### src/rtl/pwmt_pkg.sv
package pwmt_pkg;

  typedef enum logic [1:0] {
    PM_OFF    = 2'd0,
    PM_PAIR   = 2'd1,
    PM_DIRECT = 2'd2,
    PM_INVERT = 2'd3
  } pmode_e;

  localparam int unsigned AW = 3;

  localparam logic [AW-1:0] ADR_MODE  = 3'd0;
  localparam logic [AW-1:0] ADR_TOP   = 3'd1;
  localparam logic [AW-1:0] ADR_CMP0  = 3'd2;
  localparam logic [AW-1:0] ADR_FLAG  = 3'd4;
  localparam logic [AW-1:0] ADR_IRQEN = 3'd5;
  localparam logic [AW-1:0] ADR_CNT   = 3'd6;

endpackage

### src/rtl/pwmt_counter.sv
module pwmt_counter #(
  parameter int unsigned W = 8
) (
  input  logic         clk,
  input  logic         rst_n,
  input  logic [W-1:0] top,
  output logic [W-1:0] cnt,
  output logic         wrap
);

  logic [W-1:0] cnt_q;
  logic [W-1:0] cnt_d;
  logic         cnt_en;

  // count runs every timer clock; the enable is kept explicit
  always_comb begin
    cnt_en = 1'b1;
    wrap   = (cnt_q >= top);
    cnt_d  = wrap ? '0 : cnt_q + 1'b1;
  end

  always_ff @(posedge clk or negedge rst_n) begin
    if (!rst_n) begin
      cnt_q <= '0;
    end else if (cnt_en) begin
      cnt_q <= cnt_d;
    end
  end

  assign cnt = cnt_q;

endmodule

### src/rtl/pwmt_regs.sv
module pwmt_regs
  import pwmt_pkg::*;
#(
  parameter int unsigned W   = 8,
  parameter int unsigned NCH = 2
) (
  input  logic                   clk,
  input  logic                   rst_n,
  input  logic                   wr_en,
  input  logic [AW-1:0]          addr,
  input  logic [W-1:0]           wdata,
  input  logic [NCH:0]           set_evt,
  output logic [2*NCH-1:0]       mode_q,
  output logic [W-1:0]           top_q,
  output logic [NCH-1:0][W-1:0]  shd_q,
  output logic [NCH:0]           flag_q,
  output logic [NCH:0]           irqen_q
);

  localparam int unsigned MW = 2 * NCH;
  localparam int unsigned FW = NCH + 1;

  logic                  mode_we, top_we, flag_we, irqen_we;
  logic [NCH-1:0]        shd_we;
  logic [MW-1:0]         mode_d;
  logic [W-1:0]          top_d;
  logic [NCH-1:0][W-1:0] shd_d;
  logic [FW-1:0]         flag_d, flag_clr;
  logic [FW-1:0]         irqen_d;

  always_comb begin
    mode_we  = wr_en && (addr == ADR_MODE);
    top_we   = wr_en && (addr == ADR_TOP);
    flag_we  = wr_en && (addr == ADR_FLAG);
    irqen_we = wr_en && (addr == ADR_IRQEN);
  end

  for (genvar c = 0; c < NCH; c++) begin : g_shd_we
    localparam logic [AW-1:0] CADR = ADR_CMP0 + AW'(c);
    assign shd_we[c] = wr_en && (addr == CADR);
  end

  always_comb begin
    mode_d   = mode_we  ? wdata[MW-1:0] : mode_q;
    top_d    = top_we   ? wdata         : top_q;
    irqen_d  = irqen_we ? wdata[FW-1:0] : irqen_q;
    flag_clr = flag_we  ? wdata[FW-1:0] : '0;
    // a set event in the same cycle outranks the clear
    flag_d   = (flag_q & ~flag_clr) | set_evt;
    shd_d    = shd_q;
    for (int c = 0; c < NCH; c++) begin
      if (shd_we[c]) begin
        shd_d[c] = wdata;
      end
    end
  end

  always_ff @(posedge clk or negedge rst_n) begin
    if (!rst_n) begin
      mode_q  <= '0;
      top_q   <= '1;
      shd_q   <= '0;
      flag_q  <= '0;
      irqen_q <= '0;
    end else begin
      mode_q  <= mode_d;
      top_q   <= top_d;
      shd_q   <= shd_d;
      flag_q  <= flag_d;
      irqen_q <= irqen_d;
    end
  end

endmodule

### src/rtl/pwmt_channel.sv
module pwmt_channel
  import pwmt_pkg::*;
#(
  parameter int unsigned W = 8
) (
  input  logic         clk,
  input  logic         rst_n,
  input  logic         wrap,
  input  logic [W-1:0] shadow,
  input  logic [W-1:0] cnt,
  input  logic [W-1:0] top,
  input  pmode_e       mode,
  output logic [W-1:0] act,
  output logic         hit,
  output logic         out,
  output logic         out_n,
  output logic         oe,
  output logic         oe_n
);

  logic [W-1:0] act_q;
  logic [W-1:0] act_d;
  logic         lvl;

  // working compare only loads at the counter wrap
  always_comb begin
    act_d = wrap ? shadow : act_q;
  end

  always_ff @(posedge clk or negedge rst_n) begin
    if (!rst_n) begin
      act_q <= '0;
    end else begin
      act_q <= act_d;
    end
  end

  always_comb begin
    if (act_q == '0) begin
      lvl = 1'b0;
    end else if (act_q >= top) begin
      lvl = 1'b1;
    end else begin
      lvl = (cnt < act_q);
    end
    hit = (cnt == act_q);
  end

  always_comb begin
    out   = 1'b0;
    out_n = 1'b0;
    oe    = 1'b0;
    oe_n  = 1'b0;
    case (mode)
      PM_PAIR: begin
        out   = lvl;
        out_n = ~lvl;
        oe    = 1'b1;
        oe_n  = 1'b1;
      end
      PM_DIRECT: begin
        out = lvl;
        oe  = 1'b1;
      end
      PM_INVERT: begin
        out = ~lvl;
        oe  = 1'b1;
      end
      default: begin
        out = 1'b0;
      end
    endcase
  end

  assign act = act_q;

endmodule

### src/rtl/cmpwm_timer.sv
module cmpwm_timer
  import pwmt_pkg::*;
#(
  parameter int unsigned W   = 8,
  parameter int unsigned NCH = 2
) (
  input  logic           clk,
  input  logic           rst_n,
  input  logic           wr_en,
  input  logic [2:0]     addr,
  input  logic [W-1:0]   wdata,
  output logic [W-1:0]   rdata,
  output logic [NCH-1:0] pwm_out,
  output logic [NCH-1:0] pwm_out_n,
  output logic [NCH-1:0] pwm_oe,
  output logic [NCH-1:0] pwm_oe_n,
  output logic           irq_ovf,
  output logic [NCH-1:0] irq_cmp
);

  localparam int unsigned MW = 2 * NCH;
  localparam int unsigned FW = NCH + 1;

  logic [1:0]            rs_q;
  logic                  rst_ns;
  logic [W-1:0]          cnt_w;
  logic                  wrap_w;
  logic [W-1:0]          top_w;
  logic [MW-1:0]         mode_w;
  logic [NCH-1:0][W-1:0] shd_w;
  logic [NCH-1:0][W-1:0] act_w;
  logic [NCH-1:0]        hit_w;
  logic [FW-1:0]         set_w;
  logic [FW-1:0]         flag_w;
  logic [FW-1:0]         irqen_w;
  logic [FW-1:0]         irq_w;

  // reset asserts at once and leaves on a clock edge
  always_ff @(posedge clk or negedge rst_n) begin
    if (!rst_n) begin
      rs_q <= 2'b00;
    end else begin
      rs_q <= {rs_q[0], 1'b1};
    end
  end
  assign rst_ns = rs_q[1];

  pwmt_counter #(.W(W)) u_cnt (
    .clk  (clk),
    .rst_n(rst_ns),
    .top  (top_w),
    .cnt  (cnt_w),
    .wrap (wrap_w)
  );

  pwmt_regs #(.W(W), .NCH(NCH)) u_regs (
    .clk    (clk),
    .rst_n  (rst_ns),
    .wr_en  (wr_en),
    .addr   (addr),
    .wdata  (wdata),
    .set_evt(set_w),
    .mode_q (mode_w),
    .top_q  (top_w),
    .shd_q  (shd_w),
    .flag_q (flag_w),
    .irqen_q(irqen_w)
  );

  for (genvar c = 0; c < NCH; c++) begin : g_ch
    pwmt_channel #(.W(W)) u_ch (
      .clk   (clk),
      .rst_n (rst_ns),
      .wrap  (wrap_w),
      .shadow(shd_w[c]),
      .cnt   (cnt_w),
      .top   (top_w),
      .mode  (pmode_e'(mode_w[2*c +: 2])),
      .act   (act_w[c]),
      .hit   (hit_w[c]),
      .out   (pwm_out[c]),
      .out_n (pwm_out_n[c]),
      .oe    (pwm_oe[c]),
      .oe_n  (pwm_oe_n[c])
    );
  end

  always_comb begin
    set_w   = {hit_w, wrap_w};
    irq_w   = flag_w & irqen_w;
    irq_ovf = irq_w[0];
    irq_cmp = irq_w[FW-1:1];
  end

  always_comb begin
    rdata = '0;
    case (addr)
      ADR_MODE:  rdata = {{(W-MW){1'b0}}, mode_w};
      ADR_TOP:   rdata = top_w;
      ADR_FLAG:  rdata = {{(W-FW){1'b0}}, flag_w};
      ADR_IRQEN: rdata = {{(W-FW){1'b0}}, irqen_w};
      ADR_CNT:   rdata = cnt_w;
      default:   rdata = '0;
    endcase
    for (int c = 0; c < NCH; c++) begin
      if (addr == ADR_CMP0 + AW'(c)) begin
        rdata = shd_w[c];
      end
    end
  end

endmodule

### config.mk
export PLATFORM = sky130hd
export DESIGN_NAME = cmpwm_timer
export DESIGN_NICKNAME = d
export VERILOG_FILES = /design/src/rtl/pwmt_pkg.sv /design/src/rtl/pwmt_counter.sv /design/src/rtl/pwmt_regs.sv /design/src/rtl/pwmt_channel.sv /design/src/rtl/cmpwm_timer.sv
export SDC_FILE = /design/constraint.sdc
export NUM_CORES = 1
export LEC_CHECK = 0
export BUFFER_PORTS_ARGS = -buffer_cell sky130_fd_sc_hd__buf_2
export CAP_MARGIN = 15
export CELL_PAD_IN_SITES_DETAIL_PLACEMENT = 1
export CELL_PAD_IN_SITES_GLOBAL_PLACEMENT = 2
export CORE_MARGIN = 4
export CORE_UTILIZATION = 25
export CTS_BUF_LIST = sky130_fd_sc_hd__clkbuf_8
export DETAILED_ROUTE_END_ITERATION = 16
export PLACE_DENSITY_LB_ADDON = 0.12
export SLEW_MARGIN = 20
export SYNTH_ARGS = -nofsm -noshare
export SYNTH_HDL_FRONTEND = slang
export SYNTH_SLANG_ARGS = --single-unit
### constraint.sdc
create_clock -name clk -period 5.4 [get_ports clk]
set_input_delay 1.08 -clock clk [delete_from_list [all_inputs] [get_ports clk]]
set_output_delay 1.08 -clock clk [all_outputs]
set_load 0.005 [all_outputs]
==> out/metrics.yaml, run 1 <==
global_route:
  grt_pass1_wl_mm: 17.51
  grt_pass1_vias: 3003
  antenna_found_initial: 0
  grt_use_total: 0.1393
  grt_max_degree: 59
  grt_overflow: 0
timing:
  period_share: 0.7063
  period_minus_slack_ns: 3.814
  rsz0062_at_grt: "false"
  skew_ns: 0.01101
  tightest_slew_ns: 0.8865
  setup_tns_ns: 0
  hold_viol: 0
  drv_slew: 0
  fmax_ghz: 0.2622
  finalSetupViolations: 0
  fin_ws_ns: 1.586
  holdWs_ns: 0.3530
  maxSlewHeadroom: 0.4045
power:
  peakVddDrop_mv: 0.1294
  p_leak_nw: 2.013
  powerDensity_mw_per_mm2: 488.0
synth:
  ys.flop_type: "dfrtp_1"
  ys_types: 51
  yosysWarnings: 0
  syn_avg_cell_area_um2: 10.47
  synth_edf_count: 0
  syn_nets: 422
  netlist_area_mm2: 0.003781
  async_flop_share: 1.000
  synth_seq_area_share: 0.3997
  postSynthCellCount: 361
  ys_ff_latch: 60
cts:
  cts_tree: "built"
  ctsResizeCount: 0
  post_cts_buffers: 0
  clk_pin_slew_ns: 0.07
  ctsHtreeMaxLevel: 3
  ctsHoldBuffers: 0
  cts_buffers: 9
  root_buffer: "clkbuf_8"
  clockBufferDepth: 2
  clock-sinks: 60
  clk_latency_ns: 0.36
cells_and_area:
  num-fill-cells: 1667
  area_growth_pct: 13.60
  drive_gt1_frac: 0.2614
  num-nets-final: 450
  antenna_cells: 0
route:
  first_pass_iters: 4
  wl_mm: 10.82
  drc: 0
  wl_per_cell_um: 18.71
  dr_wl_met2_mm: 5.109
  ant_nets: 0
  met1Wirelength_mm: 5.267
  detailroute.wirelength.met3_um: 270
  vias_per_cell: 4.723
  drtIter0Drc: 42
  num_vias: 2730
  top_layer: "met4"
worst_hold_path:
  hold_path_depth: 0
  hp-class: "reg2reg"
  min_to: "rs_q[1]$_DFF_PN0_"
  worstHoldStart: "rs_q[0]$_DFF_PN0_"
critical_path:
  crit_fanout: 5
  r2r-end: "g_ch[1].u_ch.act[5]$_DFFE_PN0N_"
  reg2reg_setup_slack_ns: 2.73
  startpoint: "u_regs.top_q[0]$_DFFE_PN1P_"
  critPathLaunchType: "register"
  worstPathArrival_ns: 2.73
  crit_path_end_kind: "output port"
  worstPathRequired_ns: 4.32
  r2r-start: "u_cnt.cnt[0]$_DFF_PN0_"
  crit_type: "reg2out"
  reg2regPathDepth: 8
placed_design:
  detailed_place_hpwl_mm: 8.374
  place.gp.congestion: 0.7495
  port_buffers: 32
  pre_cts_ws_ns: 1.711
die:
  start_util: 0.2572
  coreArea_mm2: 0.01470
  ios: 33
  die_h_um: 131.0
  die_area_mm2: 0.01716
  die_w_um: 131.0
  rows: 44
run:
  drv_cap: 0
run_status:
  status: "completed"
==> state kept, by name, indices dropped and copies added (netlist names) <==
register and count:
g_ch.u_ch.act 16, u_regs.shd_q 16, u_cnt.cnt 8, u_regs.top_q 8
u_regs.mode_q 4, u_regs.flag_q 3, u_regs.irqen_q 3, rs_q 2
==> placed cells by master (no fill, tap or decap), types with 3 or more instances in the layout <==
cell,n
clkbuf_8,12
nand2b_1,5
nand2_1,23
xor2_1,5
buf_4,3
mux2i_1,6
inv_1,37
nor3_1,4
o2bb2ai_1,3
a21o_1,4
o21ai_0,19
nand4_1,6
buf_2,32
ha_1,47
mux2_2,37
dfstp_2,8
and3_1,3
and2_1,6
nor2_1,18
a21oi_1,15
nand3_1,8
a2111oi_0,3
dfrtp_1,51
==> per-stage QoR <==
stage,instances,area [um2],util,total power [W]
2_1_floorplan,361,3781,-,0.001410
3_3_place_gp,562,4089,0.2782,0.001679
3_5_place_dp,562,4089,0.2782,0.001706
4_1_cts,578,4295,0.2922,0.002159
5_1_grt,578,4295,0.2922,0.002332
6_report,578,4295,0.2922,0.002096
==> metal layers <==
metal  vias to the layer above  track usage
met1                      1370       0.1836
met5                         -            0
met4                         0      0.03872
li1                       1332            -
met2                        18       0.2228
met3                        10      0.04065
==> worst max-delay path by stage <==
stage / end / cells past startpoint
floorplan: rdata[1] / 6
global placement: rdata[1] / 7
detailed placement: rdata[6] / 6
CTS: pwm_out[0] / 7
global route: pwm_out[0] / 7
finish: pwm_out[0] / 7
==> worst max-delay path, cell delays in order (launching register included) <==
cell,delay (ns)
dfstp_2,0.60
ha_1,0.24
nand2b_1,0.14
a2111oi_0,0.42
o311ai_0,0.17
a21oi_1,0.30
mux2_2,0.38
buf_2,0.13
==> final cells by class <==
class | instances | area [um2] | area share
sequential | 60 | 1513 | 0.3522
timing repair buffer | 35 | 182.7 | 0.04253
inverter | 34 | 127.6 | 0.02971
multi-input combinational | 249 | 2036 | 0.4739
clock buffer | 12 | 165.2 | 0.03845
clock inverter | 4 | 41.29 | 0.009613
tap | 184 | 230.2 | 0.05360
==> synthesized netlist by cell type, drive strengths merged, types with 4 or more instances <==
library cell / count / area share
and2: 6 / 0.0099
nor3: 5 / 0.0079
inv: 34 / 0.034
mux2: 38 / 0.11
mux2i: 6 / 0.016
ha: 47 / 0.16
nand2b: 5 / 0.0083
a21o: 4 / 0.0079
nand4: 6 / 0.0099
nor2: 19 / 0.021
xor2: 5 / 0.012
nand2: 23 / 0.023
a21oi: 15 / 0.020
dfrtp: 52 / 0.34
buf: 16 / 0.026
o21ai: 20 / 0.027
dfstp: 8 / 0.056
nand3: 8 / 0.011
==> report_power, final <==
group          switching, W  internal (W)  leakage [nW]
combinational      0.000428      0.000438          1.18
sequential         0.000195      0.000604         0.716
clock              0.000185      0.000246         0.116
total              0.000808       0.00129          2.01
==> kinds of logic (layout without fill, tap and decap cells) <==
kind of cell               Yosys count  after routing  synth area share
and+or+nand+nor                     84             84            0.1138
AOI/OAI and AO/OA                   65             65            0.1122
DFF                                 60             60            0.3997
buffers and inverters               52             85           0.06188
adders and majority gates           47             47            0.1555
muxes                               46             46            0.1420
xor gates and xnor gates             6              6           0.01390
other                                1              1         0.0009918
No activity file was read; power rests on OpenSTA's default activity.
==> run 2, diff against run 1 <==
==> constraint.sdc (replaced) <==
create_clock -name clk -period 3.2 [get_ports clk]
set_input_delay 0.64 -clock clk [delete_from_list [all_inputs] [get_ports clk]]
set_output_delay 0.64 -clock clk [all_outputs]
set_load 0.005 [all_outputs]
==> run 2 against run 1 <==
Flip-flop and latch count unchanged. Critical path depth up 1. Cell area up 5.0%. Highest routed layer unchanged. Hold slack worse by 0.31 ns. First-iteration DRC count up 120%. Register-to-register slack worse by 1.9 ns. Non-clock buffer count up 12. Sequential share of layout area down 1.6 points.
==> out/metrics.yaml, run 2 (synthesized netlist as in run 1, its figures left out) <==
die:
  die_area_mm2: 0.01716  # unchanged
  start_util: 0.2572  # unchanged
  die_h_um: 131.0  # unchanged
  die_w_um: 131.0  # unchanged
  ios: 33  # unchanged
  rows: 44  # unchanged
  coreArea_mm2: 0.01470  # unchanged
route:
  drc: 0  # unchanged
  first_pass_iters: 4  # unchanged
  wl_per_cell_um: 19.33  # +3.3%
  vias_per_cell: 4.778  # +1.2%
  num_vias: 2814  # +3.1%
  drtIter0Drc: 94  # +120%
  wl_mm: 11.39  # +5.3%
  ant_nets: 0  # unchanged
cts:
  clock-sinks: 60  # unchanged
  clk_latency_ns: 0.36  # about the same
  ctsHtreeMaxLevel: 3  # unchanged
  cts_buffers: 9  # unchanged
  cts_tree: "built"
  root_buffer: "clkbuf_8"
  clockBufferDepth: 2  # unchanged
  clk_pin_slew_ns: 0.07  # about the same
timing:
  fmax_ghz: 0.3173
  rsz0062_at_grt: "true"
  tightest_slew_ns: 0.7776  # -0.1088 ns
  maxSlewHeadroom: 0.4776  # +0.07312
  hold_viol: 0  # unchanged
  period_minus_slack_ns: 3.152
  period_share: 0.9850
  drv_slew: 0  # unchanged
  skew_ns: 0.005706  # -0.005305 ns
  finalSetupViolations: 0  # unchanged
critical_path:
  crit_type: "reg2out"
  crit_path_end_kind: "output port"
  worstPathRequired_ns: 2.56  # -1.76 ns
  critPathLaunchType: "register"
  crit_fanout: 4  # -1
  worstPathArrival_ns: 2.51  # -0.22 ns
global_route:
  grt_use_total: 0.1451  # +0.005729
  grt_overflow: 0  # unchanged
  antenna_found_initial: 0  # unchanged
  grt_pass1_wl_mm: 18.08  # +3.2%
  grt_pass1_vias: 2984  # -0.63%
  grt_max_degree: 47  # -20%
cells_and_area:
  antenna_cells: 0  # unchanged
  drive_gt1_frac: 0.3309  # +0.06944
  stdcell_area_mm2: 0.004509  # +5.0%
  area_growth_pct: 19.26
  num-nets-final: 462  # +2.7%
  final_common_cell: "dfrtp_1"
  final_cells: 589  # +1.9%
  num-fill-cells: 1649  # -1.1%
  mostFrequentLayoutCells: "49 x dfrtp_1, 41 x ha_1, 36 x mux2_2, 33 x inv_1, 31 x buf_2"
  final_util: 0.3068  # +0.01456
placed_design:
  place.gp.congestion: 0.7316  # -2.4%
  port_buffers: 32  # unchanged
  detailed_place_hpwl_mm: 8.896  # +6.2%
  post-place-cells: 572  # +1.8%
  place_area_mm2: 0.004167  # +1.9%
power:
  clkPwrFrac: 0.166  # -0.040
  swShare: 0.3978  # +0.01254
  peakVddDrop_mv: 0.2148  # +66%
  switching_power_w: 0.001494  # +85%
  powerDensity_mw_per_mm2: 833.0  # +71%
  internal_power_w: 0.002262  # +76%
  p_leak_nw: 2.072  # +2.9%
  pwr-share-comb: 0.475  # +0.062
  power_frac_seq: 0.360  # -0.021
worst_hold_path:
  hp-class: "in2async"
run_status:
  status: "completed"
run:
  drv_cap: 0  # unchanged
run 2: changes by cell type in the layout (fill, tap and decap cells not counted), sizes merged:
cell    previous run  this run
bufinv             1         0
clkinv             0         2
inv               37        36
buf               35        47
clkbuf            12        11
run 2: per-layer routing:
layer  global-route usage  up-vias  part of all wire
li1                     -     1360                 -
met1               0.2054     1424              0.51
met2               0.2180       18              0.46
met3              0.02520       12             0.018
met4              0.05989        0             0.017
met5                    0        -                 0
run 2: per-stage QoR:
step | TNS (ns) | power (W) | hold WS, ns | setup WS (ns)
6_report | 0 | 0.003756 | 0.04739 | 0.04798
5_1_grt | -0.07664 | 0.004135 | 0.02359 | -0.07622
4_1_cts | 0 | 0.003686 | 0.02360 | 0.001528
3_5_place_dp | 0 | 0.002953 | 0.3363 | 0.2091
3_3_place_gp | 0 | 0.002919 | 0.3412 | 0.2515
2_1_floorplan | 0 | 0.002380 | 0.3312 | 0.5477
run 2: cell type report:
cell class                      instances  area, um2  share of cell area
Inverter                               34      127.6             0.02830
Timing Repair Buffer                   47      279.0             0.06188
Sequential cell                        60       1518              0.3366
Multi-Input combinational cell        249       2186              0.4847
Tap cell                              184      230.2             0.05105
Clock inverter                          4      17.52            0.003885
Clock buffer                           11      151.4             0.03357
run 2: worst max-delay path, cell delays in order (launching register included):
cell	delay, ns
dfstp_2	0.60
ha_4	0.21
nand2b_4	0.14
a2111oi_4	0.35
o311ai_2	0.14
a21oi_1	0.16
buf_4	0.14
mux2_4	0.30
buf_6	0.11
run 2: repair_timing:
action | CTS | global route
gates resized for setup | 7 | 20
buffers inserted | 1 | 1
hold buffers | 0 | 0
setup endpoints to repair | 2 | 3
pin swaps | 4 | 7
gates cloned | 0 | 0
run 2: final timing paths:
kind,startpoint,to,slack [ns],cells past startpoint
setup / recovery,u_regs.top_q[0]$_DFFE_PN1P_,pwm_out[0],0.05,8
hold / removal,rst_n,rs_q[1]$_DFF_PN0_,0.05,1
setup reg to reg,u_cnt.cnt[1]$_DFF_PN0_,g_ch[1].u_ch.act[2]$_DFFE_PN0N_,0.83,7
hold reg to reg,rs_q[0]$_DFF_PN0_,rs_q[1]$_DFF_PN0_,0.35,0
max in group asynchronous,rs_q[1]$_DFF_PN0_,u_regs.top_q[5]$_DFFE_PN1P_,2.10,1
min in group clk,rs_q[0]$_DFF_PN0_,rs_q[1]$_DFF_PN0_,0.35,0
run 2: power by group through the flow:
stage / clock (W) / sequential, W / combinational [W]
5_1_grt: 0.000694 / 0.00140 / 0.00204
3_5_place_dp: 0 / 0.00136 / 0.00159
3_3_place_gp: 0 / 0.00136 / 0.00156
6_report: 0.000623 / 0.00135 / 0.00178
2_1_floorplan: 0 / 0.00123 / 0.00115
4_1_cts: 0.000653 / 0.00135 / 0.00169
==> run 3, diff against run 2 <==
--- a/config.mk
+++ b/config.mk
@@ -9,6 +9,7 @@
 export CAP_MARGIN = 15
 export CELL_PAD_IN_SITES_DETAIL_PLACEMENT = 1
 export CELL_PAD_IN_SITES_GLOBAL_PLACEMENT = 2
+export CORE_ASPECT_RATIO = 1.25
 export CORE_MARGIN = 4
 export CORE_UTILIZATION = 25
 export CTS_BUF_LIST = sky130_fd_sc_hd__clkbuf_8
==> run 3 against run 2 <==
Flip-flop and latch count is the same. Cell area shrank 1.4%. Sequential share of layout area grew 0.45 points. Via count shrank 0.53%. Clock power shrank 2%. Count of clock-buffer cells in the layout shrank 1. Clock skew grew 0.0039 ns. Critical path depth shrank 1. Die area is essentially flat. Global-route usage shrank 0.80 points. First-iteration DRC count shrank 34%. Critical path type unchanged.
==> out/metrics.yaml, run 3 (synthesized netlist as in run 1, its figures left out) <==
run_status:
  status: "completed"
cells_and_area:
  antenna_cells: 0  # unchanged
  final_common_cell: "dfrtp_1"
  num-nets-final: 458  # -0.87%
  stdcell_area_mm2: 0.004447  # -1.4%
  area_growth_pct: 17.60
  drive_gt1_frac: 0.3259  # -0.004994
  mostFrequentLayoutCells: "48 x dfrtp_1, 43 x ha_1, 36 x mux2_2, 33 x inv_1, 31 x buf_2"
  num-fill-cells: 1717  # +4.1%
critical_path:
  critPathMaxStageDelay_ns: 0.60  # about the same
  crit_path_end_kind: "output port"
  worstPathArrival_ns: 2.51  # about the same
  critPathLaunchType: "register"
  path_cells: "ha_4 -> nand2b_4 -> a2111oi_4 -> o311ai_2 -> a21oi_2 -> mux2_4 -> buf_6"
  worst-path-buf-inv: 1  # -1
  startpoint: "u_regs.top_q[0]$_DFFE_PN1P_"
  worstPathRequired_ns: 2.56  # about the same
  crit_family: "compound AO/OA/AOI/OAI gates"
  r2r-start: "u_regs.top_q[3]$_DFFE_PN1P_"
  crit_type: "reg2out"
  crit_fanout: 4  # unchanged
  crit_path_top_delay_cell: "dfstp_2"
route:
  num_vias: 2799  # -0.53%
  vias_per_cell: 4.793  # +0.32%
  first_pass_iters: 4  # unchanged
  wl_per_cell_um: 19.19  # -0.76%
  wl_mm: 11.21  # -1.6%
  drc: 0  # unchanged
  drtIter0Drc: 62  # -34%
  ant_nets: 0  # unchanged
placed_design:
  port_buffers: 32  # unchanged
  place.gp.congestion: 0.7344  # +0.38%
  detailed_place_hpwl_mm: 8.782  # -1.3%
  place_area_mm2: 0.004139  # -0.66%
die:
  ios: 33  # unchanged
  start_util: 0.2539  # -0.003286
  die_area_mm2: 0.01717  # about the same
  coreArea_mm2: 0.01489  # +1.3%
  die_w_um: 118  # -9.9%
  die_h_um: 145.5  # +11%
  rows: 50  # +14%
global_route:
  grt_use_total: 0.1371  # -0.007967
  grt_overflow: 0  # unchanged
  antenna_found_initial: 0  # unchanged
  grt_pass1_wl_mm: 18.11  # +0.19%
  grt_max_degree: 39  # -17%
  grt_pass1_vias: 3148  # +5.5%
cts:
  root_buffer: "clkbuf_8"
  cts_buffers: 9  # unchanged
  ctsHtreeMaxLevel: 3  # unchanged
  clockBufferDepth: 2  # unchanged
  clk_pin_slew_ns: 0.07  # about the same
  ctsHoldBuffers: 0  # unchanged
  clk_latency_ns: 0.35  # about the same
  clock-sinks: 60  # unchanged
  cts_tree: "built"
power:
  switching_power_w: 0.001480  # -0.97%
  peakVddDrop_mv: 0.2015  # -6.2%
  power_frac_seq: 0.367  # +0.007
  swShare: 0.4013  # +0.003478
  pwr-share-comb: 0.468  # -0.007
  internal_power_w: 0.002208  # -2.4%
  p_leak_nw: 2.050  # -1.0%
  powerDensity_mw_per_mm2: 829.3  # -0.45%
  clkPwrFrac: 0.165  # about the same
run:
  drv_cap: 0  # unchanged
timing:
  fmax_ghz: 0.3171  # about the same
  maxSlewHeadroom: 0.4851  # +0.007533
  rsz0062_at_grt: "true"
  period_minus_slack_ns: 3.154  # +0.002046 ns
  tightest_slew_ns: 0.7722  # -0.005419 ns
  skew_ns: 0.009626  # +0.003920 ns
  holdWs_ns: 0.05959  # +0.01221 ns
  period_share: 0.9856  # about the same
  finalSetupViolations: 0  # unchanged
  drv_slew: 0  # unchanged
  hold_viol: 0  # unchanged
  setup_tns_ns: 0  # unchanged
worst_hold_path:
  hp-class: "in2async"
==> run 3: power by group through the flow <==
stage | clock (W) | combinational (W) | sequential, W
3_5_place_dp | 0 | 0.00155 | 0.00137
4_1_cts | 0.000645 | 0.00166 | 0.00136
6_report | 0.000608 | 0.00173 | 0.00135
3_3_place_gp | 0 | 0.00152 | 0.00137
5_1_grt | 0.000668 | 0.00198 | 0.00140
2_1_floorplan | 0 | 0.00115 | 0.00123
==> run 3: metal layers <==
metal,part of all wire,global-route usage,routed length (um)
met3,0.025,0.02294,282
met5,0,0,0
met1,0.44,0.1633,4888
met2,0.52,0.2472,5867
met4,0.015,0.04985,167
==> run 3: final cells by class <==
cell class                 instances  area, um2  area share
timing repair buffer              43      249.0     0.05599
sequential                        60       1516      0.3410
clock inverter                     6      31.28    0.007034
clock buffer                      10      137.6     0.03095
multi-input combinational        249       2157      0.4851
inverter                          34      127.6     0.02870
tap                              182      227.7     0.05121
==> run 3: timing repair <==
| action | 4_1_cts | 5_1_grt |
|---|---|---|
| pin swaps | 4 | 5 |
| gates resized for setup | 10 | 15 |
| setup endpoints to repair | 2 | 3 |
| buffers inserted | 0 | 1 |
| hold endpoints to repair | 0 | 0 |
==> run 3: path summary, 6_finish.rpt <==
| check | to | slack [ns] | cells after the start |
|---|---|---|---|
| worst max register to register | g_ch[0].u_ch.act[6]$_DFFE_PN0N_ | 0.60 | 7 |
| min in group clk | rs_q[1]$_DFF_PN0_ | 0.36 | 0 |
| worst max-delay path | pwm_out[0] | 0.05 | 7 |
| worst min-delay path | rs_q[0]$_DFF_PN0_ | 0.06 | 1 |
| worst min register to register | g_ch[1].u_ch.act[7]$_DFFE_PN0N_ | 0.22 | 0 |
| max in group asynchronous | u_cnt.cnt[1]$_DFF_PN0_ | 2.06 | 1 |
==> run 3: metrics by stage <==
step	util	worst slack, ns	instances	power, W
floorplan	-	0.5477	361	0.002380
global placement	0.2780	0.2278	567	0.002888
detailed placement	0.2780	0.2208	567	0.002928
CTS	0.2931	0.001765	583	0.003667
global route	0.2987	-0.03846	584	0.004053
finish	0.2987	0.04593	584	0.003688
